<file path="config.mk">
export PLATFORM = sky130hd
export DESIGN_NAME = qpd_ctrl
export DESIGN_NICKNAME = d
export VERILOG_FILES = /design/src/rtl/qpd_pkg.sv /design/src/rtl/qpd_bank.sv /design/src/rtl/qpd_clken.sv /design/src/rtl/qpd_ctrl.sv
export SDC_FILE = /design/constraint.sdc
export NUM_CORES = 1
export LEC_CHECK = 0
export ABC_AREA = 1
export BUFFER_PORTS_ARGS = -buffer_cell sky130_fd_sc_hd__buf_2
export CAP_MARGIN = 20
export CORE_MARGIN = 3
export CORE_UTILIZATION = 32
export DETAILED_ROUTE_END_ITERATION = 8
export PLACE_DENSITY_LB_ADDON = 0.2
export REMOVE_ABC_BUFFERS = 1
export SKIP_LAST_GASP = 1
export SLEW_MARGIN = 20
export SYNTH_ARGS = -nofsm -noshare
export SYNTH_HDL_FRONTEND = slang
export SYNTH_SLANG_ARGS = --single-unit
</file>
<file path="constraint.sdc">
create_clock -name clk -period 0.8 [get_ports clk]
set_input_delay 0.08 -clock clk [delete_from_list [all_inputs] [get_ports clk]]
set_output_delay 0.08 -clock clk [all_outputs]
set_load 0.05 [all_outputs]
</file>
<file path="src/rtl/qpd_pkg.sv">
package qpd_pkg;

    localparam int WORD_W   = 32;
    localparam int QUAD_PER_SEL = 4;

    typedef logic [7:0] qidx_t;

    typedef enum logic [1:0] {
        OP_NONE = 2'd0,
        OP_SET  = 2'd1,
        OP_CLR  = 2'd2
    } qop_e;

    // Placement rule: two-quadrant spans start on an even quadrant (0 or 2),
    // larger spans start on a select boundary.
    function automatic bit span_ok(input int base, input int span);
        if (span == 1)
            return 1'b1;
        else if (span == 2)
            return (base % 2) == 0;
        else if (span == 4 || span == 8)
            return (base % QUAD_PER_SEL) == 0;
        else
            return 1'b0;
    endfunction

endpackage

</file>
<file path="src/rtl/qpd_bank.sv">
module qpd_bank
    import qpd_pkg::*;
#(
    parameter logic [WORD_W-1:0] IMPL = '0
) (
    input  logic              clk,
    input  logic              rst,
    input  qop_e              op,
    input  logic [WORD_W-1:0] wdata,
    output logic [WORD_W-1:0] q
);

    logic [WORD_W-1:0] hit;
    assign hit = wdata & IMPL;

    always_ff @(posedge clk) begin
        if (rst)
            q <= IMPL;
        else if (op == OP_SET)
            q <= q | hit;
        else if (op == OP_CLR)
            q <= q & ~hit;
    end


    reset_value_chk: assert property (@(posedge clk)
        $past(rst) && !rst |-> q == IMPL);


    set_effect_chk: assert property (@(posedge clk) disable iff (rst)
        op == OP_SET |=> (q & $past(hit)) == $past(hit));


    clr_effect_chk: assert property (@(posedge clk) disable iff (rst)
        op == OP_CLR |=> (q & $past(hit)) == '0);


    zero_bits_hold_chk: assert property (@(posedge clk) disable iff (rst)
        op != OP_NONE |=> (q & ~$past(hit)) == ($past(q) & ~$past(hit)) ||
                          $past(op) == OP_SET);


    unimpl_zero_chk: assert property (@(posedge clk) disable iff (rst)
        (q & ~IMPL) == '0);

endmodule

</file>
<file path="src/rtl/qpd_clken.sv">
module qpd_clken
    import qpd_pkg::*;
#(
    parameter int NUM_PERIPH = 8,
    parameter int STATE_W    = 64,
    parameter qidx_t [NUM_PERIPH-1:0] BASE = '0
) (
    input  logic                  clk,
    input  logic                  rst,
    input  logic [STATE_W-1:0]    state,
    output logic [NUM_PERIPH-1:0] clk_en
);

    for (genvar p = 0; p < NUM_PERIPH; p++) begin : g_en
        localparam int CTRL = int'(BASE[p]);

        always_ff @(posedge clk) begin
            if (rst)
                clk_en[p] <= 1'b0;
            else
                clk_en[p] <= ~state[CTRL];
        end


        en_follows_ctrl_chk: assert property (@(posedge clk) disable iff (rst)
            !$past(rst) |-> clk_en[p] == ~$past(state[CTRL]));
    end

endmodule

</file>
<file path="src/rtl/qpd_ctrl.sv">
module qpd_ctrl
    import qpd_pkg::*;
#(
    parameter int NUM_SEL    = 16,
    parameter int NUM_PERIPH = 8,
    parameter qidx_t [NUM_PERIPH-1:0] PERIPH_BASE =
        {8'd36, 8'd33, 8'd16, 8'd10, 8'd8, 8'd2, 8'd1, 8'd0},
    parameter qidx_t [NUM_PERIPH-1:0] PERIPH_SPAN =
        {8'd1,  8'd1,  8'd8,  8'd2,  8'd2, 8'd2, 8'd1, 8'd1},
    localparam int TOTAL_Q = NUM_SEL * QUAD_PER_SEL,
    localparam int NUM_REG = (TOTAL_Q + WORD_W - 1) / WORD_W,
    localparam int ADDR_W  = $clog2(NUM_REG * 2) + 1
) (
    input  logic                  clk,
    input  logic                  rst,
    input  logic                  bus_en,
    input  logic                  bus_we,
    input  logic [ADDR_W-1:0]     bus_addr,
    input  logic [WORD_W-1:0]     bus_wdata,
    output logic [WORD_W-1:0]     bus_rdata,
    output logic [NUM_PERIPH-1:0] periph_clk_en
);

    localparam int STATE_W = NUM_REG * WORD_W;

    function automatic logic [STATE_W-1:0] build_impl();
        logic [STATE_W-1:0] m;
        m = '0;
        for (int p = 0; p < NUM_PERIPH; p++)
            m[int'(PERIPH_BASE[p])] = 1'b1;
        return m;
    endfunction

    localparam logic [STATE_W-1:0] IMPL = build_impl();

    // map legality checked at elaboration
    for (genvar p = 0; p < NUM_PERIPH; p++) begin : g_map
        if (!span_ok(int'(PERIPH_BASE[p]), int'(PERIPH_SPAN[p])) ||
            int'(PERIPH_BASE[p]) + int'(PERIPH_SPAN[p]) > TOTAL_Q) begin : g_bad
            $error("illegal quadrant placement for peripheral %0d", p);
        end
    end

    logic [ADDR_W-2:0] reg_idx;
    logic              alias_clr;
    logic              in_range;

    assign reg_idx   = bus_addr[ADDR_W-1:1];
    assign alias_clr = bus_addr[0];
    assign in_range  = int'(reg_idx) < NUM_REG;

    logic [NUM_REG-1:0][WORD_W-1:0] bank_q;

    for (genvar r = 0; r < NUM_REG; r++) begin : g_bank
        qop_e op;
        always_comb begin
            op = OP_NONE;
            if (bus_en && bus_we && in_range && int'(reg_idx) == r)
                op = alias_clr ? OP_CLR : OP_SET;
        end

        qpd_bank #(
            .IMPL (IMPL[r*WORD_W +: WORD_W])
        ) u_bank (
            .clk   (clk),
            .rst   (rst),
            .op    (op),
            .wdata (bus_wdata),
            .q     (bank_q[r])
        );
    end

    always_comb begin
        bus_rdata = '0;
        for (int r = 0; r < NUM_REG; r++)
            if (in_range && int'(reg_idx) == r)
                bus_rdata = bank_q[r];
    end

    qpd_clken #(
        .NUM_PERIPH (NUM_PERIPH),
        .STATE_W    (STATE_W),
        .BASE       (PERIPH_BASE)
    ) u_clken (
        .clk    (clk),
        .rst    (rst),
        .state  (bank_q),
        .clk_en (periph_clk_en)
    );


    oor_read_zero_chk: assert property (@(posedge clk) disable iff (rst)
        !in_range |-> bus_rdata == '0);

endmodule

</file>
==> results of run 1 <==
per-stage QoR:
stage	hold WS [ns]	instances	area, µm²
finish	0.0668	178	1190
detailed placement	0.372	174	991
floorplan	0.147	105	706
global route	0.0812	178	1190
CTS	0.0724	178	1170
global placement	0.353	174	991
cell families (layout without fill, tap and decap cells):
group | Yosys count | count (layout) | share of synthesized area
buf+inv | 40 | 57 | 0.315
flops | 16 | 16 | 0.384
other cells | 1 | 25 | 0.00450
simple gates | 51 | 51 | 0.284
compound gates | 1 | 1 | 0.0120
cell usage in the layout, fill, tap and decap left out:
| cell | n |
|---|---|
| nor2_1 | 10 |
| nand4_1 | 6 |
| clkbuf_4 | 3 |
| dfxtp_2 | 15 |
| buf_2 | 13 |
| clkbuf_8 | 1 |
| buf_4 | 12 |
| conb_1 | 25 |
| nand3_1 | 18 |
| nand2_1 | 10 |
| buf_8 | 7 |
| nor2_4 | 2 |
| inv_1 | 8 |
| dfxtp_1 | 1 |
| inv_2 | 4 |
| buf_12 | 1 |
| a22o_4 | 1 |
| nor2_2 | 5 |
| buf_6 | 8 |
area by class of cell:
class,instances,area (µm²),area share
Timing Repair Buffer,41,370,0.310
Clock buffer,4,36.3,0.0304
Inverter,12,45.0,0.0377
Multi-Input combinational cell,77,368,0.308
Tap cell,28,35.0,0.0294
Sequential cell,16,339,0.284
final timing paths:
check	startpoint	end	slack (ns)	depth (start not counted)
max	flip-flop	bus_rdata[1]	-0.28	2
min	bus_wdata[4]	flip-flop	0.07	3
max reg2reg	flip-flop	flip-flop	0.10	3
min reg2reg	flip-flop	u_clken.clk_en[7]	0.49	2
metal layers:
metal	routed length, µm	global-route usage	vias to the layer above	share of wire
met2	914	0.184	34	0.52
met5	0	0	-	0
met4	8	0.0397	0	0.0046
li1	-	-	376	-
met3	136	0.0204	2	0.078
met1	685	0.121	313	0.39
tightest hold or removal path, delay by kind of cell:
kind                   cells  cell delay [ns]
AND/OR/NAND/NOR            2             0.15
buffers and inverters      1             0.09
power breakdown:
part / total, µW / switching (µW) / internal [µW]
registers: 820 / 8.26 / 812
logic: 614 / 467 / 146
clock network: 531 / 255 / 277
total: 1970 / 730 / 1230
what timing repair did:
action                     CTS  global route
setup endpoints to repair   15            15
pin swaps                    7             1
gates resized for setup     56             8
==> results.md, run 1 <==
- Period utilisation layout: 1.35
- Htree depth: 1
- DR DRC count: 0
- CP Max Fanout: 2
- Synth warn: 0
- Crit path capture type: output port
- Final-report hold violation count: 0
- Routed vias: 725
- Grt ovf: 0
- Synthesis-stage register bit count: 16
- PnR worst setup slack: -0.284 ns
- Pre-CTS setup slack: -0.118 ns
- Critical path's slowest cell: dfxtp_2
- Post-layout nets: 190
- Top-level port count: 79
- Pin count of the biggest net entering global routing: 15
- Final wirelength: 1750 µm
- DR pass1 iterations: 4
- Largest buffer count on any clock path: 2
- Setup_tns: -1.73 ns
- Max frequency: 923 MHz
- Post-Syn Area per Cell: 7.64 µm²
- Post-detail-place hpwl: 1340 µm
- Final GP Congestion: 0.772
- Unrepaired setup endpoints after global routing: true
- Post-synthesis sequential area ratio: 0.384
- Leakage: 0.000640 µW
- First-pass GRT wire length: 2680 µm
- Core ar.: 2340 µm²
- WL per Instance: 9.80 µm
- WP buf/inv: 1
- Share of cells above drive strength 1: 0.480
- Min-delay worst type: primary input to flip-flop
- Crit path launch type: flip-flop
- Final Core Density: 0.510
- Clock Latency Late Sink: 0.28 ns
- Top post-synthesis cells by area: dfxtp_1 38%, buf_4 23%, nand3_1 11%
- Critical Path AT: 1.00 ns
- Max incr delay on CP: 0.34 ns
- Input/output buffers: 28
- Synth-to-layout area growth: 43.2%
- Most used DFF post-synth: dfxtp_1
- Antenna cells: 0
- Initial Utilization: 0.356
- Slew Viols, Final: 0
- Worst vdd ir: 0.885 mV
- Power density cells: 1650 nW/µm²
- Die span in x: 57.0 µm
- Vias per std cell: 4.07
- DR iter-0 viols: 16
- Pwr Total: 1970 µW
- Initial antenna violation count: 0
- Largest area contributor in the netlist: dfxtp_1
- Synth Cell Area: 833 µm²
- Outcome: finished, violations left
- Most instantiated cells after synthesis: 25 x buf_4, 18 x nand3_1, 16 x dfxtp_1, 16 x nor2_1, 12 x inv_1
- WS Path Type: flip-flop to output port
- Worst-path clk slew: 0.10 ns
- Vias in the first global route: 631
- Number of synthesized flops with an enable pin: 0
- CTS tree: done
- Final setup fails: 15
- CP top delay family: flip-flops
- Clk root buf: clkbuf_4
- Synthesized netlist cell count: 109
- Data required, critical path: 0.72 ns
- Top-area cell type share of the netlist area: 0.384
- Synth cell types: 13
- Fill count: 238
- Final min period: 1.08 ns
- Failing checks: negative setup slack
- Share of flip-flops with an asynchronous set or reset: 0
- Chip Height: 57.0 µm
- Row count: 17
- Most common cell in the synthesized netlist: buf_4
- Max cap viols: 0
- CTS Hold Bufs: 0
- Antenna viol nets, final: 0
- TritonCTS Buffers: 3
- Full die area: 3250 µm²
- Total GRT Usage: 0.103
- Clock Sinks: 16
- Post-CTS Setup Bufs: 0
- Clock skew: 0.000473 ns
- Worst path cell trace: a22o_4, buf_8
No activity file was read; power rests on OpenSTA's default activity.
==> run 2, diff against run 1 <==
--- a/config.mk
+++ b/config.mk
@@ -9,7 +9,7 @@
 export BUFFER_PORTS_ARGS = -buffer_cell sky130_fd_sc_hd__buf_2
 export CAP_MARGIN = 20
 export CORE_MARGIN = 3
-export CORE_UTILIZATION = 32
+export CORE_UTILIZATION = 42
 export DETAILED_ROUTE_END_ITERATION = 8
 export PLACE_DENSITY_LB_ADDON = 0.2
 export REMOVE_ABC_BUFFERS = 1
@@ -17,4 +17,5 @@
 export SLEW_MARGIN = 20
 export SYNTH_ARGS = -nofsm -noshare
 export SYNTH_HDL_FRONTEND = slang
+export SYNTH_HIERARCHICAL = 1
 export SYNTH_SLANG_ARGS = --single-unit
==> run 2 against run 1 <==
Against the previous run:
- the flow still finishes with violations (negative setup slack)
- via count is 78% higher
- total power is 28% higher
- synthesized cell count is 120% higher
- routed wire length is 78% higher
- cell count is 80% higher
- largest cell class is now multi-input gates
- sequential power is 0.5% higher
- count of clock-buffer cells in the layout stayed put
- fmax is 6.6% higher
- global-route usage is 2.6 points higher
- worst setup slack better by 0.067 ns
==> results.md, run 2 <==
- Chip Height: 68.9 µm (was 57.0 µm)
- Worst path cell trace: buf_12, nor2_8, nand2_2, nor2_1, inv_1, ha_4, clkinvlp_4, nand3_1, nand3_1 (was a22o_4, buf_8)
- Synth Cell Area: 1660 µm² (was 833 µm²)
- Period utilisation layout: 1.27 (was 1.35)
- Flop2flop setup slack: 0.11 ns (was 0.10 ns)
- Number of synthesized flops with an enable pin: 0 (unchanged)
- Antenna viol nets, final: 0 (unchanged)
- Synth-to-layout area growth: 16.6% (was 43.2%)
- Crit path launch type: primary input (was flip-flop)
- Fin cells: 320 (was 178)
- Most common cell in the synthesized netlist: nand2_1 (was buf_4)
- Worst-path clk slew: 0.06 ns (was 0.10 ns)
- CP Max Fanout: 6 (was 2)
- Unrepaired setup endpoints after global routing: true (unchanged)
- Final min period: 1.02 ns (was 1.08 ns)
- Clock power frac: 0.276 (was 0.270)
- Most instantiated cells after synthesis: 83 x nand2_1, 59 x buf_4, 27 x nand3_1 (was 25 x buf_4, 18 x nand3_1, 16 x dfxtp_1, 16 x nor2_1, 12 x inv_1)
- Max frequency: 984 MHz (was 923 MHz)
- Min-delay worst type: primary input to flip-flop (unchanged)
- WL per Instance: 9.68 µm (was 9.80 µm)
- Setup_tns: -2.31 ns (was -1.73 ns)
- Max cap viols: 0 (unchanged)
- Pin count of the biggest net entering global routing: 33 (was 15)
- DR pass1 iterations: 4 (unchanged)
- Initial Utilization: 0.444 (was 0.356)
- Max incr delay on CP: 0.30 ns (was 0.34 ns)
- Share of flip-flops with an asynchronous set or reset: 0 (unchanged)
- Data required, critical path: 0.92 ns (was 0.72 ns)
- Htree depth: 1 (unchanged)
- First-pass GRT wire length: 4770 µm (was 2680 µm)
- Pre-CTS setup slack: -0.469 ns (was -0.118 ns)
- Routed vias: 1,294 (was 725)
- Initial antenna violation count: 0 (unchanged)
- Placed Instances: 315 (was 174)
- Largest buffer count on any clock path: 2 (unchanged)
- Top-level port count: 79 (unchanged)
- Worst vdd ir: 1.02 mV (was 0.885 mV)
- Clk root buf: clkbuf_8 (was clkbuf_4)
- Row count: 22 (was 17)
- Final wirelength: 3100 µm (was 1750 µm)
- Total GRT Usage: 0.129 (was 0.103)
- Net Sw Frac: 0.406 (was 0.372)
- Post-CTS Setup Bufs: 0 (unchanged)
- Final-report hold violation count: 0 (unchanged)
- Largest area contributor in the netlist: buf_4 (was dfxtp_1)
- Seq pwr share: 0.327 (was 0.417)
- Vias per std cell: 4.04 (was 4.07)
- Leakage: 0.00107 µW (was 0.000640 µW)
- Comb pwr share: 0.397 (was 0.312)
- Vias in the first global route: 1,098 (was 631)
- Commonest non-fill, non-tap cell in the layout: nand2_1 (was conb_1)
- Critical path's slowest cell: ha_4 (was dfxtp_2)
- NetSw: 1020 µW (was 730 µW)
- Critical Path AT: 1.14 ns (was 1.00 ns)
- WS Path Type: primary input to flip-flop (was flip-flop to output port)
- TritonCTS Buffers: 3 (unchanged)
- Power density cells: 1300 nW/µm² (was 1650 nW/µm²)
- Clock Sinks: 16 (unchanged)
- Core ar.: 3740 µm² (was 2340 µm²)
- Top cell by count, worst path: nand3_1
- Outcome: finished, violations left (unchanged)
- Share of cells above drive strength 1: 0.371 (was 0.480)
- Synthesis-stage register bit count: 16 (unchanged)
- Final GP Congestion: 0.729 (was 0.772)
- Post-layout nets: 314 (was 190)
- Antenna cells: 0 (unchanged)
- CTS tree: done (unchanged)
- Final setup fails: 15 (unchanged)
- Most used DFF post-synth: dfxtp_1 (unchanged)
- Grt ovf: 0 (unchanged)
- Synthesized netlist cell count: 241 (was 109)
- Post-synthesis sequential area ratio: 0.193 (was 0.384)
- DR iter-0 viols: 35 (was 16)
- Cell Int Power: 1500 µW (was 1230 µW)
- Synth cell types: 14 (was 13)
- Top-area cell type share of the netlist area: 0.266 (was 0.384)
- Clock skew: 0.000912 ns (was 0.000473 ns)
- Slew Viols, Final: 0 (unchanged)
- PnR worst setup slack: -0.216 ns (was -0.284 ns)
- Synth warn: 6 (was 0)
- Input/output buffers: 28 (unchanged)
- Post-detail-place hpwl: 2080 µm (was 1340 µm)
- Clock Latency Late Sink: 0.24 ns (was 0.28 ns)
- Full die area: 4750 µm² (was 3250 µm²)
- DR DRC count: 0 (unchanged)
- Post-Syn Area per Cell: 6.90 µm² (was 7.64 µm²)
- Failing checks: negative setup slack (unchanged)
- Most frequent cells in the layout: 77 x nand2_1, 56 x conb_1, 25 x nand3_2 (was 25 x conb_1, 18 x nand3_1, 15 x dfxtp_2)
- Top post-synthesis cells by area: buf_4 27%, dfxtp_1 19%, nand2_1 19% (was dfxtp_1 38%, buf_4 23%, nand3_1 11%)
- Crit path capture type: flip-flop (was output port)
- Fill count: 373 (was 238)
- Die span in x: 68.9 µm (was 57.0 µm)
-- run 2: worst paths after layout --
path / from / end / cells past startpoint
setup / recovery: bus_addr[2] / flip-flop / 9
hold / removal: bus_wdata[10] / flip-flop / 3
setup reg to reg: flip-flop / flip-flop / 3
hold reg to reg: flip-flop / u_clken/clk_en[4] / 2
-- run 2: power by group through the flow --
stage                     clock network, µW  logic (µW)  registers, µW
after floorplan                           0         657            859
after global placement                    0         864            836
after detailed placement                  0         862            837
after CTS                               710         959            823
after global routing                    727        1080            826
final                                   697        1000            824
-- run 2: final cells by class --
cell class,instances,area (µm²),share of cell area
flip-flops and latches,16,340,0.176
inverters,9,38.8,0.0200
repair buffers,40,412,0.212
repair inverters,1,7.51,0.00387
clock buffers,4,55.1,0.0284
well taps,48,60.1,0.0310
multi-input cells,202,1020,0.529
-- run 2: cells by family after synthesis --
kind of cell	Yosys count	synth area share
and+or+nand+nor	144	0.440
DFF	16	0.193
buffers and inverters	77	0.348
other	2	0.00452
adders and majority gates	2	0.0150
-- run 2: metrics by stage --
step / utilization / hold WS (ns) / cell area (µm²) / power, µW
floorplan: - / 0.145 / 1320 / 1520
global placement: 0.430 / 0.338 / 1610 / 1700
detailed placement: 0.430 / 0.344 / 1610 / 1700
CTS: 0.501 / 0.0916 / 1880 / 2490
global route: 0.518 / 0.0952 / 1940 / 2630
finish: 0.518 / 0.0803 / 1940 / 2520
-- run 2: metal layers --
metal / track usage / part of all wire / vias up / routed length, µm
met3: 0.0146 / 0.068 / 2 / 212
met1: 0.165 / 0.44 / 550 / 1370
met4: 0.0292 / 0.0042 / 0 / 13
met2: 0.230 / 0.48 / 40 / 1500
li1: - / - / 702 / -
met5: 0 / 0 / - / 0
-- run 2: critical path, delay by kind of cell --
kind,cells,cell delay [ns]
buf+inv,3,0.33
simple gates,5,0.42
fa+ha+maj,1,0.30
-- run 2: repair_timing --
| item | CTS | global route |
|---|---|---|
| resized for setup | 67 | 20 |
| cloned | 1 | 0 |
| hold buffers | 0 | 0 |
| endpoints found under the setup margin | 23 | 23 |
| pin swaps | 0 | 4 |
==> run 3, diff against run 2 <==
==> constraint.sdc (replaced) <==
create_clock -name clk -period 0.93 [get_ports clk]
set_input_delay 0.093 -clock clk [delete_from_list [all_inputs] [get_ports clk]]
set_output_delay 0.093 -clock clk [all_outputs]
set_load 0.05 [all_outputs]
==> run 3 against run 2 <==
Against the previous run:
- the run still ends with negative setup slack left
- routed wire length fell by 1.3%
- utilization shrank 2.9 points
- worst setup slack improved by 0.10 ns
- worst hold slack gained 0.0070 ns
- clock skew is essentially flat
- combinational power down 15%
- design area decreased by 5.7%
- sequential power shrank 14%
- sequential share of layout area increased by 0.44 points
- critical path type unchanged
- largest cell class unchanged
==> results.md, run 3 (same netlist as run 2, synthesis figures left out) <==
- Failing checks: negative setup slack (unchanged)
- Antenna viol nets, final: 0 (unchanged)
- Initial antenna violation count: 0 (unchanged)
- DR iter-0 viols: 42 (was 35)
- Commonest non-fill, non-tap cell in the layout: nand2_1 (unchanged)
- Core ar.: 3740 µm² (unchanged)
- Worst-path clk slew: 0.06 ns (about the same)
- Largest buffer count on any clock path: 2 (unchanged)
- Top cell by count, worst path: nand3_2 (was nand3_1)
- CTS tree: done (unchanged)
- Total GRT Usage: 0.134 (was 0.129)
- CTS Hold Bufs: 0 (unchanged)
- Crit path capture type: flip-flop (unchanged)
- Final-report hold violation count: 0 (unchanged)
- Leakage: 0.00103 µW (was 0.00107 µW)
- Die span in x: 68.9 µm (unchanged)
- Crit path launch type: primary input (unchanged)
- Slew Viols, Final: 0 (unchanged)
- Outcome: finished, violations left (unchanged)
- Fin cells: 317 (was 320)
- Clock skew: 0.000659 ns (was 0.000912 ns)
- Net Sw Frac: 0.421 (was 0.406)
- Worst vdd ir: 0.671 mV (was 1.02 mV)
- Pin count of the biggest net entering global routing: 33 (unchanged)
- Max cap viols: 0 (unchanged)
- PnR worst setup slack: -0.114 ns (was -0.216 ns)
- Vias per std cell: 3.90 (was 4.04)
- Htree depth: 1 (unchanged)
- Final GP Congestion: 0.799 (was 0.729)
- Max incr delay on CP: 0.29 ns (was 0.30 ns)
- NetSw: 863 µW (was 1020 µW)
- TritonCTS Buffers: 3 (unchanged)
- Row count: 22 (unchanged)
- Top-level port count: 79 (unchanged)
- Post-place instance area: 1580 µm² (was 1610 µm²)
- Final min period: 1.04 ns
- Clock power frac: 0.242 (was 0.276)
- Synth-to-layout area growth: 9.93% (was 16.6%)
- Input/output buffers: 28 (unchanged)
- Clock Latency Late Sink: 0.24 ns (about the same)
- Post-route cell area: 1830 µm² (was 1940 µm²)
- Full die area: 4750 µm² (unchanged)
- Period utilisation layout: 1.12
- Worst path cell trace: buf_8, nor2_8, nand2_2, nor2_2, inv_2, ha_4, clkinvlp_4, nand3_2, nand3_2 (was buf_12, nor2_8, nand2_2, nor2_1, inv_1, ha_4, clkinvlp_4, nand3_1, nand3_1)
- DR pass1 iterations: 4 (unchanged)
- Min-delay worst type: primary input to flip-flop (unchanged)
- Routed vias: 1,236 (was 1,294)
- Data required, critical path: 1.05 ns (was 0.92 ns)
- Placed Instances: 311 (was 315)
- Grt ovf: 0 (unchanged)
- Most frequent cells in the layout: 76 x nand2_1, 56 x conb_1, 28 x nand3_2 (was 77 x nand2_1, 56 x conb_1, 25 x nand3_2)
- Post-layout nets: 312 (was 314)
- Post-detail-place hpwl: 2150 µm (was 2080 µm)
- Comb pwr share: 0.412 (was 0.397)
- WL per Instance: 9.65 µm (was 9.68 µm)
- Unrepaired setup endpoints after global routing: true (unchanged)
- CP Max Fanout: 6 (unchanged)
- Seq pwr share: 0.346 (was 0.327)
- DR DRC count: 0 (unchanged)
- Max frequency: 958 MHz
- WS Path Type: primary input to flip-flop (unchanged)
- Final wirelength: 3060 µm (was 3100 µm)
- Cell Int Power: 1190 µW (was 1500 µW)
- Critical Path AT: 1.17 ns (was 1.14 ns)
- Vias in the first global route: 992 (was 1,098)
- Antenna cells: 0 (unchanged)
- First-pass GRT wire length: 4900 µm (was 4770 µm)
- Power density cells: 1120 nW/µm² (was 1300 nW/µm²)
- Critical path's slowest cell: ha_4 (unchanged)
- Initial Utilization: 0.444 (unchanged)
- Clk root buf: clkbuf_8 (unchanged)
- Clock Sinks: 16 (unchanged)
- Final setup fails: 13 (was 15)
- Share of cells above drive strength 1: 0.346 (was 0.371)
- Chip Height: 68.9 µm (unchanged)
run 3: cell types whose count changed in the layout (fill, tap and decap cells not counted), sizes merged:
cell / before / now
buf: 40 / 35
clkbuf: 4 / 6
run 3: critical path: cells and delay by family:
| kind | cells | cell delay, ns |
|---|---|---|
| fa+ha+maj | 1 | 0.29 |
| simple gates | 5 | 0.47 |
| buf+inv | 3 | 0.32 |
run 3: metrics by stage:
stage / hold WS (ns) / setup TNS [ns] / worst slack [ns] / power (µW) / util
5_1_grt: 0.105 / -1.74 / -0.188 / 2170 / 0.488
3_3_place_gp: 0.354 / -4.44 / -0.360 / 1460 / 0.422
6_report: 0.0873 / -0.848 / -0.114 / 2050 / 0.488
3_5_place_dp: 0.355 / -4.43 / -0.359 / 1460 / 0.422
2_1_floorplan: 0.158 / -3.23 / -0.471 / 1300 / -
4_1_cts: 0.0832 / -0.764 / -0.0800 / 2030 / 0.469
run 3: power by group through the flow:
stage	combinational (µW)	sequential, µW	clock, µW
2_1_floorplan	565	739	0
3_3_place_gp	737	721	0
3_5_place_dp	737	721	0
4_1_cts	806	708	512
5_1_grt	914	709	544
6_report	845	708	496
run 3: path summary, 6_finish.rpt:
check                                  start                end  slack [ns]  cells past startpoint
worst min-delay path            bus_wdata[0]          flip-flop        0.09                      3
worst min register to register     flip-flop  u_clken/clk_en[0]        0.42                      1
worst max-delay path             bus_addr[2]          flip-flop       -0.11                      9
worst max register to register     flip-flop          flip-flop        0.23                      3
run 3: what timing repair did:
item                                    4_1_cts  5_1_grt
pin swaps                                     2        6
endpoints found under the setup margin       13       18
resized for setup                            39       19
cloned                                        1        0
hold endpoints to repair                      0        0
setup buffers                                 0        2
run 3: routing by layer:
metal	share of wire	wire length [µm]	track usage
met1	0.47	1440	0.188
met5	0	0	0
met4	0.0046	14	0.0365
met2	0.48	1460	0.211
met3	0.048	147	0.0194
run 3: cell type report:
cell class                      count  area [µm²]
Timing Repair inverter              1        7.51
Sequential cell                    16         329
Inverter                            9        36.3
Clock buffer                        3        41.3
Tap cell                           48        60.1
Fill cell                         406        1920
Multi-Input combinational cell    202        1040
Timing Repair Buffer               38         314
